$ cat src/rtl/seg_rc_pkg.sv
package seg_rc_pkg;

  typedef enum logic [1:0] {
    OP_ACT_NEAR  = 2'd0,
    OP_ACT_FAR   = 2'd1,
    OP_LINK_NEAR = 2'd2,
    OP_PRECHARGE = 2'd3
  } cmd_op_e;

  typedef struct packed {
    logic latchReq;
    logic fill;
    logic touch;
    logic consumeMark;
    logic setMark;
  } dp_strobe_t;

endpackage

$ cat src/rtl/rcm_tag_store.sv
module rcm_tag_store
  import seg_rc_pkg::*;
#(
  parameter int NEAR_ROWS = 32,
  parameter int FAR_ROWS  = 480,
  parameter int SLOT_W    = 5,
  parameter int FAR_W     = 9
) (
  input  logic              clk,
  input  logic              rstN,
  input  dp_strobe_t        strobe,
  input  logic [SLOT_W-1:0] slotSel,
  input  logic [FAR_W-1:0]  reqRow,
  input  logic              reqWrite,
  output logic [FAR_W-1:0]  curRow,
  output logic              curWrite,
  output logic              hit,
  output logic [SLOT_W-1:0] hitSlot,
  output logic [SLOT_W-1:0] victimSlot,
  output logic              curMarked
);

  localparam logic [SLOT_W-1:0] NEWEST = SLOT_W'(NEAR_ROWS - 1);

  logic [FAR_W-1:0]  tagArr   [NEAR_ROWS];
  logic [SLOT_W-1:0] ageArr   [NEAR_ROWS];
  logic [NEAR_ROWS-1:0] validVec;
  logic [NEAR_ROWS-1:0] matchVec;
  logic [FAR_ROWS-1:0]  markVec;

  // parallel tag compare, one comparator per slot
  for (genvar s = 0; s < NEAR_ROWS; s++) begin : g_cmp
    assign matchVec[s] = validVec[s] && (tagArr[s] == curRow);
  end

  always_comb begin
    hit     = |matchVec;
    hitSlot = '0;
    for (int s = NEAR_ROWS - 1; s >= 0; s--) begin
      if (matchVec[s]) hitSlot = SLOT_W'(s);
    end
  end

  always_comb begin
    victimSlot = '0;
    for (int s = NEAR_ROWS - 1; s >= 0; s--) begin
      if (ageArr[s] == '0) victimSlot = SLOT_W'(s);
    end
  end

  assign curMarked = markVec[curRow];

  always_ff @(posedge clk) begin
    if (!rstN) begin
      curRow   <= '0;
      curWrite <= 1'b0;
    end else if (strobe.latchReq) begin
      curRow   <= reqRow;
      curWrite <= reqWrite;
    end
  end

  always_ff @(posedge clk) begin
    if (!rstN) begin
      validVec <= '0;
      for (int s = 0; s < NEAR_ROWS; s++) tagArr[s] <= '0;
    end else if (strobe.fill) begin
      validVec[slotSel] <= 1'b1;
      tagArr[slotSel]   <= curRow;
    end
  end

  always_ff @(posedge clk) begin
    if (!rstN) begin
      for (int s = 0; s < NEAR_ROWS; s++) ageArr[s] <= SLOT_W'(s);
    end else if (strobe.touch) begin
      for (int s = 0; s < NEAR_ROWS; s++) begin
        if (ageArr[s] > ageArr[slotSel]) ageArr[s] <= ageArr[s] - 1'b1;
      end
      ageArr[slotSel] <= NEWEST;
    end
  end

  always_ff @(posedge clk) begin
    if (!rstN) begin
      markVec <= '0;
    end else begin
      if (strobe.consumeMark) markVec[curRow] <= 1'b0;
      if (strobe.setMark)     markVec[curRow] <= 1'b1;
    end
  end

endmodule

$ cat src/rtl/rcm_ctrl.sv
module rcm_ctrl
  import seg_rc_pkg::*;
#(
  parameter int NEAR_ROWS = 32,
  parameter int NEAR_LAT  = 6,
  parameter int FAR_LAT   = 14,
  parameter int MIG_EXTRA = 2,
  parameter int SLOT_W    = 5,
  parameter int FAR_W     = 9,
  parameter int ROW_W     = 9,
  parameter int CNT_W     = 5
) (
  input  logic              clk,
  input  logic              rstN,
  input  logic              modeWaitOnly,
  input  logic              reqValid,
  output logic              reqReady,
  input  logic [FAR_W-1:0]  curRow,
  input  logic              curWrite,
  input  logic              hit,
  input  logic [SLOT_W-1:0] hitSlot,
  input  logic [SLOT_W-1:0] victimSlot,
  input  logic              curMarked,
  output dp_strobe_t        strobe,
  output logic [SLOT_W-1:0] slotSel,
  output logic              cmdValid,
  output cmd_op_e           cmdOp,
  output logic [ROW_W-1:0]  cmdRow,
  output logic              cmdIsoOn,
  output logic              cmdSlow,
  output logic              done,
  output logic              doneHit
);

  localparam logic [CNT_W-1:0] NEAR_WAIT = CNT_W'(NEAR_LAT - 1);
  localparam logic [CNT_W-1:0] FAR_WAIT  = CNT_W'(FAR_LAT - 1);
  localparam logic [CNT_W-1:0] PAIR_WAIT = CNT_W'(FAR_LAT + MIG_EXTRA - 1);
  localparam logic [ROW_W-1:0] FAR_BASE  = ROW_W'(NEAR_ROWS);

  typedef enum logic [2:0] {ST_IDLE, ST_DECIDE, ST_LINK, ST_WAIT, ST_PRE} state_e;

  state_e            state, stateNxt;
  logic [CNT_W-1:0]  cnt, cntNxt;
  logic [SLOT_W-1:0] slotReg;
  logic              hitReg;
  logic              doInsert, doPair, nearRead;
  logic [SLOT_W-1:0] slotPick;

  assign nearRead = hit && !curWrite;
  assign doInsert = !hit && (!modeWaitOnly || curMarked);
  assign doPair   = (hit && curWrite) || doInsert;
  assign slotPick = hit ? hitSlot : victimSlot;
  assign reqReady = (state == ST_IDLE);

  always_comb begin
    stateNxt = state;
    cntNxt   = cnt;
    strobe   = '0;
    slotSel  = slotPick;
    cmdValid = 1'b0;
    cmdOp    = OP_PRECHARGE;
    cmdRow   = '0;
    cmdIsoOn = 1'b0;
    cmdSlow  = 1'b0;
    done     = 1'b0;
    doneHit  = 1'b0;
    strobe.setMark = (state != ST_IDLE) && reqValid;
    unique case (state)
      ST_IDLE: begin
        strobe.latchReq = reqValid;
        if (reqValid) stateNxt = ST_DECIDE;
      end
      ST_DECIDE: begin
        cmdValid           = 1'b1;
        strobe.touch       = hit || doInsert;
        strobe.fill        = doInsert;
        strobe.consumeMark = !hit;
        if (nearRead) begin
          cmdOp  = OP_ACT_NEAR;
          cmdRow = ROW_W'(slotPick);
          cntNxt = NEAR_WAIT;
        end else begin
          cmdOp    = OP_ACT_FAR;
          cmdRow   = FAR_BASE + ROW_W'(curRow);
          cmdIsoOn = 1'b1;
          cmdSlow  = 1'b1;
          cntNxt   = doPair ? PAIR_WAIT : FAR_WAIT;
        end
        stateNxt = doPair ? ST_LINK : ST_WAIT;
      end
      ST_LINK: begin
        cmdValid = 1'b1;
        cmdOp    = OP_LINK_NEAR;
        cmdRow   = ROW_W'(slotReg);
        cmdIsoOn = 1'b1;
        cmdSlow  = 1'b1;
        cntNxt   = cnt - 1'b1;
        stateNxt = (cnt == CNT_W'(1)) ? ST_PRE : ST_WAIT;
      end
      ST_WAIT: begin
        cntNxt   = cnt - 1'b1;
        stateNxt = (cnt == CNT_W'(1)) ? ST_PRE : ST_WAIT;
      end
      ST_PRE: begin
        cmdValid = 1'b1;
        cmdOp    = OP_PRECHARGE;
        done     = 1'b1;
        doneHit  = hitReg;
        stateNxt = ST_IDLE;
      end
      default: stateNxt = ST_IDLE;
    endcase
  end

  always_ff @(posedge clk) begin
    if (!rstN) begin
      state   <= ST_IDLE;
      cnt     <= '0;
      slotReg <= '0;
      hitReg  <= 1'b0;
    end else begin
      state <= stateNxt;
      cnt   <= cntNxt;
      if (state == ST_DECIDE) begin
        slotReg <= slotPick;
        hitReg  <= hit;
      end
    end
  end

endmodule

$ cat src/rtl/seg_row_cache_mgr.sv
module seg_row_cache_mgr
  import seg_rc_pkg::*;
#(
  parameter int NEAR_ROWS = 32,
  parameter int FAR_ROWS  = 480,
  parameter int NEAR_LAT  = 6,
  parameter int FAR_LAT   = 14,
  parameter int MIG_EXTRA = 2
) (
  input  logic       clk,
  input  logic       rstN,
  input  logic       modeWaitOnly,
  input  logic       reqValid,
  output logic       reqReady,
  input  logic [8:0] reqRow,
  input  logic       reqWrite,
  output logic       cmdValid,
  output logic [1:0] cmdOp,
  output logic [8:0] cmdRow,
  output logic       cmdIsoOn,
  output logic       cmdSlow,
  output logic       done,
  output logic       doneHit
);

  localparam int SLOT_W = $clog2(NEAR_ROWS);
  localparam int FAR_W  = $clog2(FAR_ROWS);
  localparam int ROW_W  = $clog2(NEAR_ROWS + FAR_ROWS);
  localparam int CNT_W  = $clog2(FAR_LAT + MIG_EXTRA + 1);

  dp_strobe_t        strobe;
  logic [SLOT_W-1:0] slotSel, hitSlot, victimSlot;
  logic [FAR_W-1:0]  curRow;
  logic              curWrite, hit, curMarked;
  cmd_op_e           opEnum;

  rcm_tag_store #(
    .NEAR_ROWS(NEAR_ROWS), .FAR_ROWS(FAR_ROWS), .SLOT_W(SLOT_W), .FAR_W(FAR_W)
  ) u_store (
    .clk(clk), .rstN(rstN), .strobe(strobe), .slotSel(slotSel),
    .reqRow(reqRow[FAR_W-1:0]), .reqWrite(reqWrite),
    .curRow(curRow), .curWrite(curWrite), .hit(hit), .hitSlot(hitSlot),
    .victimSlot(victimSlot), .curMarked(curMarked)
  );

  rcm_ctrl #(
    .NEAR_ROWS(NEAR_ROWS), .NEAR_LAT(NEAR_LAT), .FAR_LAT(FAR_LAT),
    .MIG_EXTRA(MIG_EXTRA), .SLOT_W(SLOT_W), .FAR_W(FAR_W),
    .ROW_W(ROW_W), .CNT_W(CNT_W)
  ) u_ctrl (
    .clk(clk), .rstN(rstN), .modeWaitOnly(modeWaitOnly), .reqValid(reqValid),
    .reqReady(reqReady), .curRow(curRow), .curWrite(curWrite), .hit(hit),
    .hitSlot(hitSlot), .victimSlot(victimSlot), .curMarked(curMarked),
    .strobe(strobe), .slotSel(slotSel), .cmdValid(cmdValid), .cmdOp(opEnum),
    .cmdRow(cmdRow), .cmdIsoOn(cmdIsoOn), .cmdSlow(cmdSlow),
    .done(done), .doneHit(doneHit)
  );

  assign cmdOp = opEnum;

endmodule

$ cat config.mk
export PLATFORM = sky130hd
export DESIGN_NAME = seg_row_cache_mgr
export DESIGN_NICKNAME = d
export VERILOG_FILES = /design/src/rtl/seg_rc_pkg.sv /design/src/rtl/rcm_tag_store.sv /design/src/rtl/rcm_ctrl.sv /design/src/rtl/seg_row_cache_mgr.sv
export SDC_FILE = /design/constraint.sdc
export NUM_CORES = 2
export LEC_CHECK = 0
export ABC_CLOCK_PERIOD_IN_PS = 9100
export BUFFER_PORTS_ARGS = -buffer_cell sky130_fd_sc_hd__buf_4
export CAP_MARGIN = 20
export CORE_MARGIN = 2
export CORE_UTILIZATION = 60
export CTS_BUF_LIST = sky130_fd_sc_hd__clkbuf_4
export DETAILED_ROUTE_END_ITERATION = 16
export GPL_ROUTABILITY_DRIVEN = 0
export HOLD_SLACK_MARGIN = 0.12
export PLACE_DENSITY = 0.79
export SETUP_SLACK_MARGIN = 0.1
export SLEW_MARGIN = 25
export SYNTH_ARGS = -nofsm -noshare
export SYNTH_HDL_FRONTEND = slang
export SYNTH_HIERARCHICAL = 1
export SYNTH_SLANG_ARGS = --single-unit
$ cat constraint.sdc
create_clock -name clk -period 9.1 [get_ports clk]
set_input_delay 0.455 -clock clk [delete_from_list [all_inputs] [get_ports clk]]
set_output_delay 0.455 -clock clk [all_outputs]
set_load 0.05 [all_outputs]
==> summary.md <==
| Metric | Value |
|---|---|
| Synth cell types | `between 80 and 90` |
| TNS Setup | `0 ps` |
| PD cells | `between 200 and 250 nW/um2` |
| Synthesized Nets | `around 5,800` |
| First-pass GRT wire length | `~230,000 um` |
| Worst Setup Start Kind | `flop` |
| RSZ-0062 raised after global routing | `no` |
| Fraction of registers with async set/reset | `0%` |
| PostCTS Resize Cnt | `0` |
| Vias in the first global route | `42,600` |
| GRT Total Usage | `around 33%` |
| Syn Area/Cell | `roughly 9.3 um2` |
| Worst-skew pair later-pin latency | `about 1200 ps` |
| Final min period | `8210 ps` |
| Root buffer cell | `clkbuf_4` |
| Critical Path AT | `9190 ps` |
| Max Slew Vio Count | `0` |
| CP required | `around 10,000 ps` |
| Kind of critical path | `reg -> reg` |
| Post-CTS Hold Buffers | `31` |
| Post-Route WL | `between 150,000 and 200,000 um` |
| Initial antenna violation count | `7` |
| Crit path max fanout | `50` |
| DRT Pass-1 Iters | `8` |
| Routed Antenna Nets | `0` |
| Final hold violations | `0` |
| I/O Buffers | `30` |
| Critical path, cell by cell | `buf_4 -> xnor2_1 -> nand4_1 -> nor3_1 -> nor2_1 -> and3_1 -> nand3_1 -> mux2_4 -> mux4_2 -> a22o_1 -> a221oi_1 -> and3_2 -> buf_4 -> ha_1 -> nor2b_1 -> o21a_1 -> o21a_1 -> o21ai_0 -> a21oi_1 -> nor4b_1 -> xnor2_1 -> o21ai_0` |
| Max Freq | `approximately 120 MHz` |
| Top-Level Pins | `31` |
| Total number of vias | `44,200` |
| Vias per std cell | `6.40` |
| Final Cell Area | `56,100 um2` |
| Worst-path clk slew | `approximately 70 ps` |
| Area contributors post-synth | `dfxtp_1 (27%), edfxtp_1 (17%), o21ai_0 (6.2%)` |
| Final setup violating endpoints | `0` |
| Post-CTS setup buffers | `0` |
| Seq/Total Area, Yosys | `43.8%` |
| Layout net count | `~5,800` |
| Die area | `88,300 um2` |
| Worst-margin pin slew | `roughly 1300 ps` |
| CP Capture Type | `flop` |
| Post-synth EDFFs | `roughly 290` |
| Layout cells sized above 1 | `13.3%` |
| Max IR drop VDD | `around 210 uV` |
| Final HPWL DP | `around 90,000 um` |
| Dpl cell area | `52,300 um2` |
| Clk buf depth | `4` |
| H-Tree Depth | `5` |
| Clock sink count | `984` |
| Initial drt markers | `5,788` |
| Slowest CP cell | `mux2_4` |
| Slowest Stage Delay on Critical Path | `~910 ps` |
| Yosys top cell area share | `a little over a quarter` |
| Top FF cell, synth | `dfxtp_1` |
| Post-route DRC | `0` |
| Routed WL per cell | `22.0 um` |
| Fillers | `between 6,000 and 7,000` |
| Final critical-path share of the clock period | `roughly nine tenths` |
| Congestion Overflow GR | `0` |
| Worst Clk Skew | `~110 ps` |
| Post-Syn Area | `roughly 52,000 um2` |
| Initial core utilization | `between 60% and 70%` |
| Cell count after synthesis | `5,542` |
| Yosys reg bits | `984` |
| CTS buffer count | `around 280` |
| Yosys top cell by area | `dfxtp_1` |
| Core ar. | `between 80,000 and 90,000 um2` |
| Row count | `around 110` |
| Worst slew margin | `between 10% and 20%` |
| Syn. warnings | `6` |
| Height of the chip | `between 200 and 300 um` |
| Outcome | `finished, final reports clean` |
| Die Wd | `297 um` |
| Area grow syn2layout | `8.79%` |
| Max-Cap Viols | `0` |
| Largest net degree at the start of global routing | `around 260` |
| Static leakage | `0.0199 uW` |
| TritonCTS clock tree | `built` |
| Worst min path class | `in -> reg` |
stage by stage:
| step | utilization, % | worst slack (ps) | hold WS [ps] | power [uW] | std cells |
|---|---|---|---|---|---|
| after floorplan | - | 2560 | 426 | 7720 | 5542 |
| after global placement | 61.3 | 1330 | 433 | 8560 | 6386 |
| after detailed placement | 61.4 | 1120 | 439 | 8700 | 6390 |
| after CTS | 65.7 | 1040 | 130 | 12600 | 6882 |
| after global routing | 65.9 | 476 | 161 | 13300 | 6895 |
| final | 65.9 | 890 | 203 | 12700 | 6895 |
logic make-up (layout without fill, tap and decap cells):
| family | count (synthesis) | after routing | share of synthesized area [%] |
|---|---|---|---|
| buffers and inverters | 526 | 729 | 4.51 |
| other | 0 | 6 | 0 |
| muxes | 179 | 179 | 6.92 |
| AOI/OAI and AO/OA | 1490 | 1490 | 16.1 |
| xor gates and xnor gates | 418 | 418 | 7.10 |
| and+or+nand+nor | 1719 | 1719 | 16.1 |
| DFF | 984 | 984 | 43.8 |
| adders and majority gates | 226 | 226 | 5.48 |
power by group:
group          switching (uW)  internal [uW]
logic                    2180           1530
clock network            1860           2050
registers                 323           4710
cells in the final DEF (no fill, tap or decap), drive strengths merged, types with 124 or more instances in the layout:
cell type and count:
dfxtp 696, buf 124, nor3 131, ha 226
nand3 125, nand2 746, mux4 141, clkbuf 391
nor2 188, a21oi 548, o21ai 641, xnor2 242
edfxtp 288, xor2 176, and2 235
worst max-delay path, delay by kind of cell (launching register included):
family                     cells  cell delay [ps]
xor gates and xnor gates       2              340
buffers and inverters          2              780
AOI/OAI and AO/OA              7             1540
muxes                          2             1500
DFF                            1              830
and+or+nand+nor                8             2690
adders and majority gates      1              200
synth_stat cells, types with 11 or more instances:
cell      instances
buf_2            76
xor2_1          176
and3_1           12
dfxtp_1         696
a31oi_1          14
clkbuf_1        277
o21a_1           67
and2_1          235
o211ai_1         19
nand4_1          56
nor3_1          128
nand3b_1         12
ha_1            226
a211oi_1         27
nor4b_1          28
inv_1           110
a21oi_1         548
buf_4            24
a22oi_1          47
mux2i_1          30
nand2b_1         30
nor2_2           11
edfxtp_1        288
buf_6            20
nor2b_1          75
nor4_1           36
a22o_1           18
nor2_1          177
o21ai_0         638
a21o_1           39
nand2_1         743
xnor2_1         242
mux4_2          140
buf_1            13
nand3_1         125
worst paths after layout:
kind / depth (start not counted) / start / slack, ps / end
worst min-delay path: 3 / rstN / 200 / u_store/ageArr[7][2]$_SDFFE_PP1P_
worst max register to register: 22 / u_store/curRow[5]$_SDFFE_PN0P_ / 890 / u_store/ageArr[19][3]$_SDFFE_PP1P_
worst min register to register: 1 / u_store/validVec[16]$_SDFFE_PN0P_ / 450 / u_store/validVec[16]$_SDFFE_PN0P_
worst max-delay path: 22 / u_store/curRow[5]$_SDFFE_PN0P_ / 890 / u_store/ageArr[19][3]$_SDFFE_PP1P_
routing by layer:
layer,wire length [um],GRT usage [%],vias up
li1,-,-,19800
met1,59100,44.0,21100
met2,66700,50.2,2681
met3,19400,9.98,565
met4,6170,14.6,8
met5,54,0,-
registers in the layout, indices dropped and copies added, names as in the netlist, 3 cells and up:
name and flops:
u_store/validVec 32, u_ctrl/state 3, u_store/ageArr 160, u_store/markVec 480
u_store/tagArr 288, u_ctrl/slotReg 5, u_ctrl/cnt 5, u_store/curRow 9
final cells by class:
type / count / area, um2 / area share [%]
Clock buffer: 391 / 2940 / 5.23
Inverter: 113 / 434 / 0.774
Tap cell: 1144 / 1430 / 2.55
Multi-Input combinational cell: 4032 / 26900 / 47.9
Sequential cell: 984 / 22600 / 40.3
Antenna cell: 6 / 15.0 / 0.0268
Timing Repair Buffer: 155 / 1470 / 2.61
Clock inverter: 70 / 350 / 0.624
(Power assumes the default switching activity.)
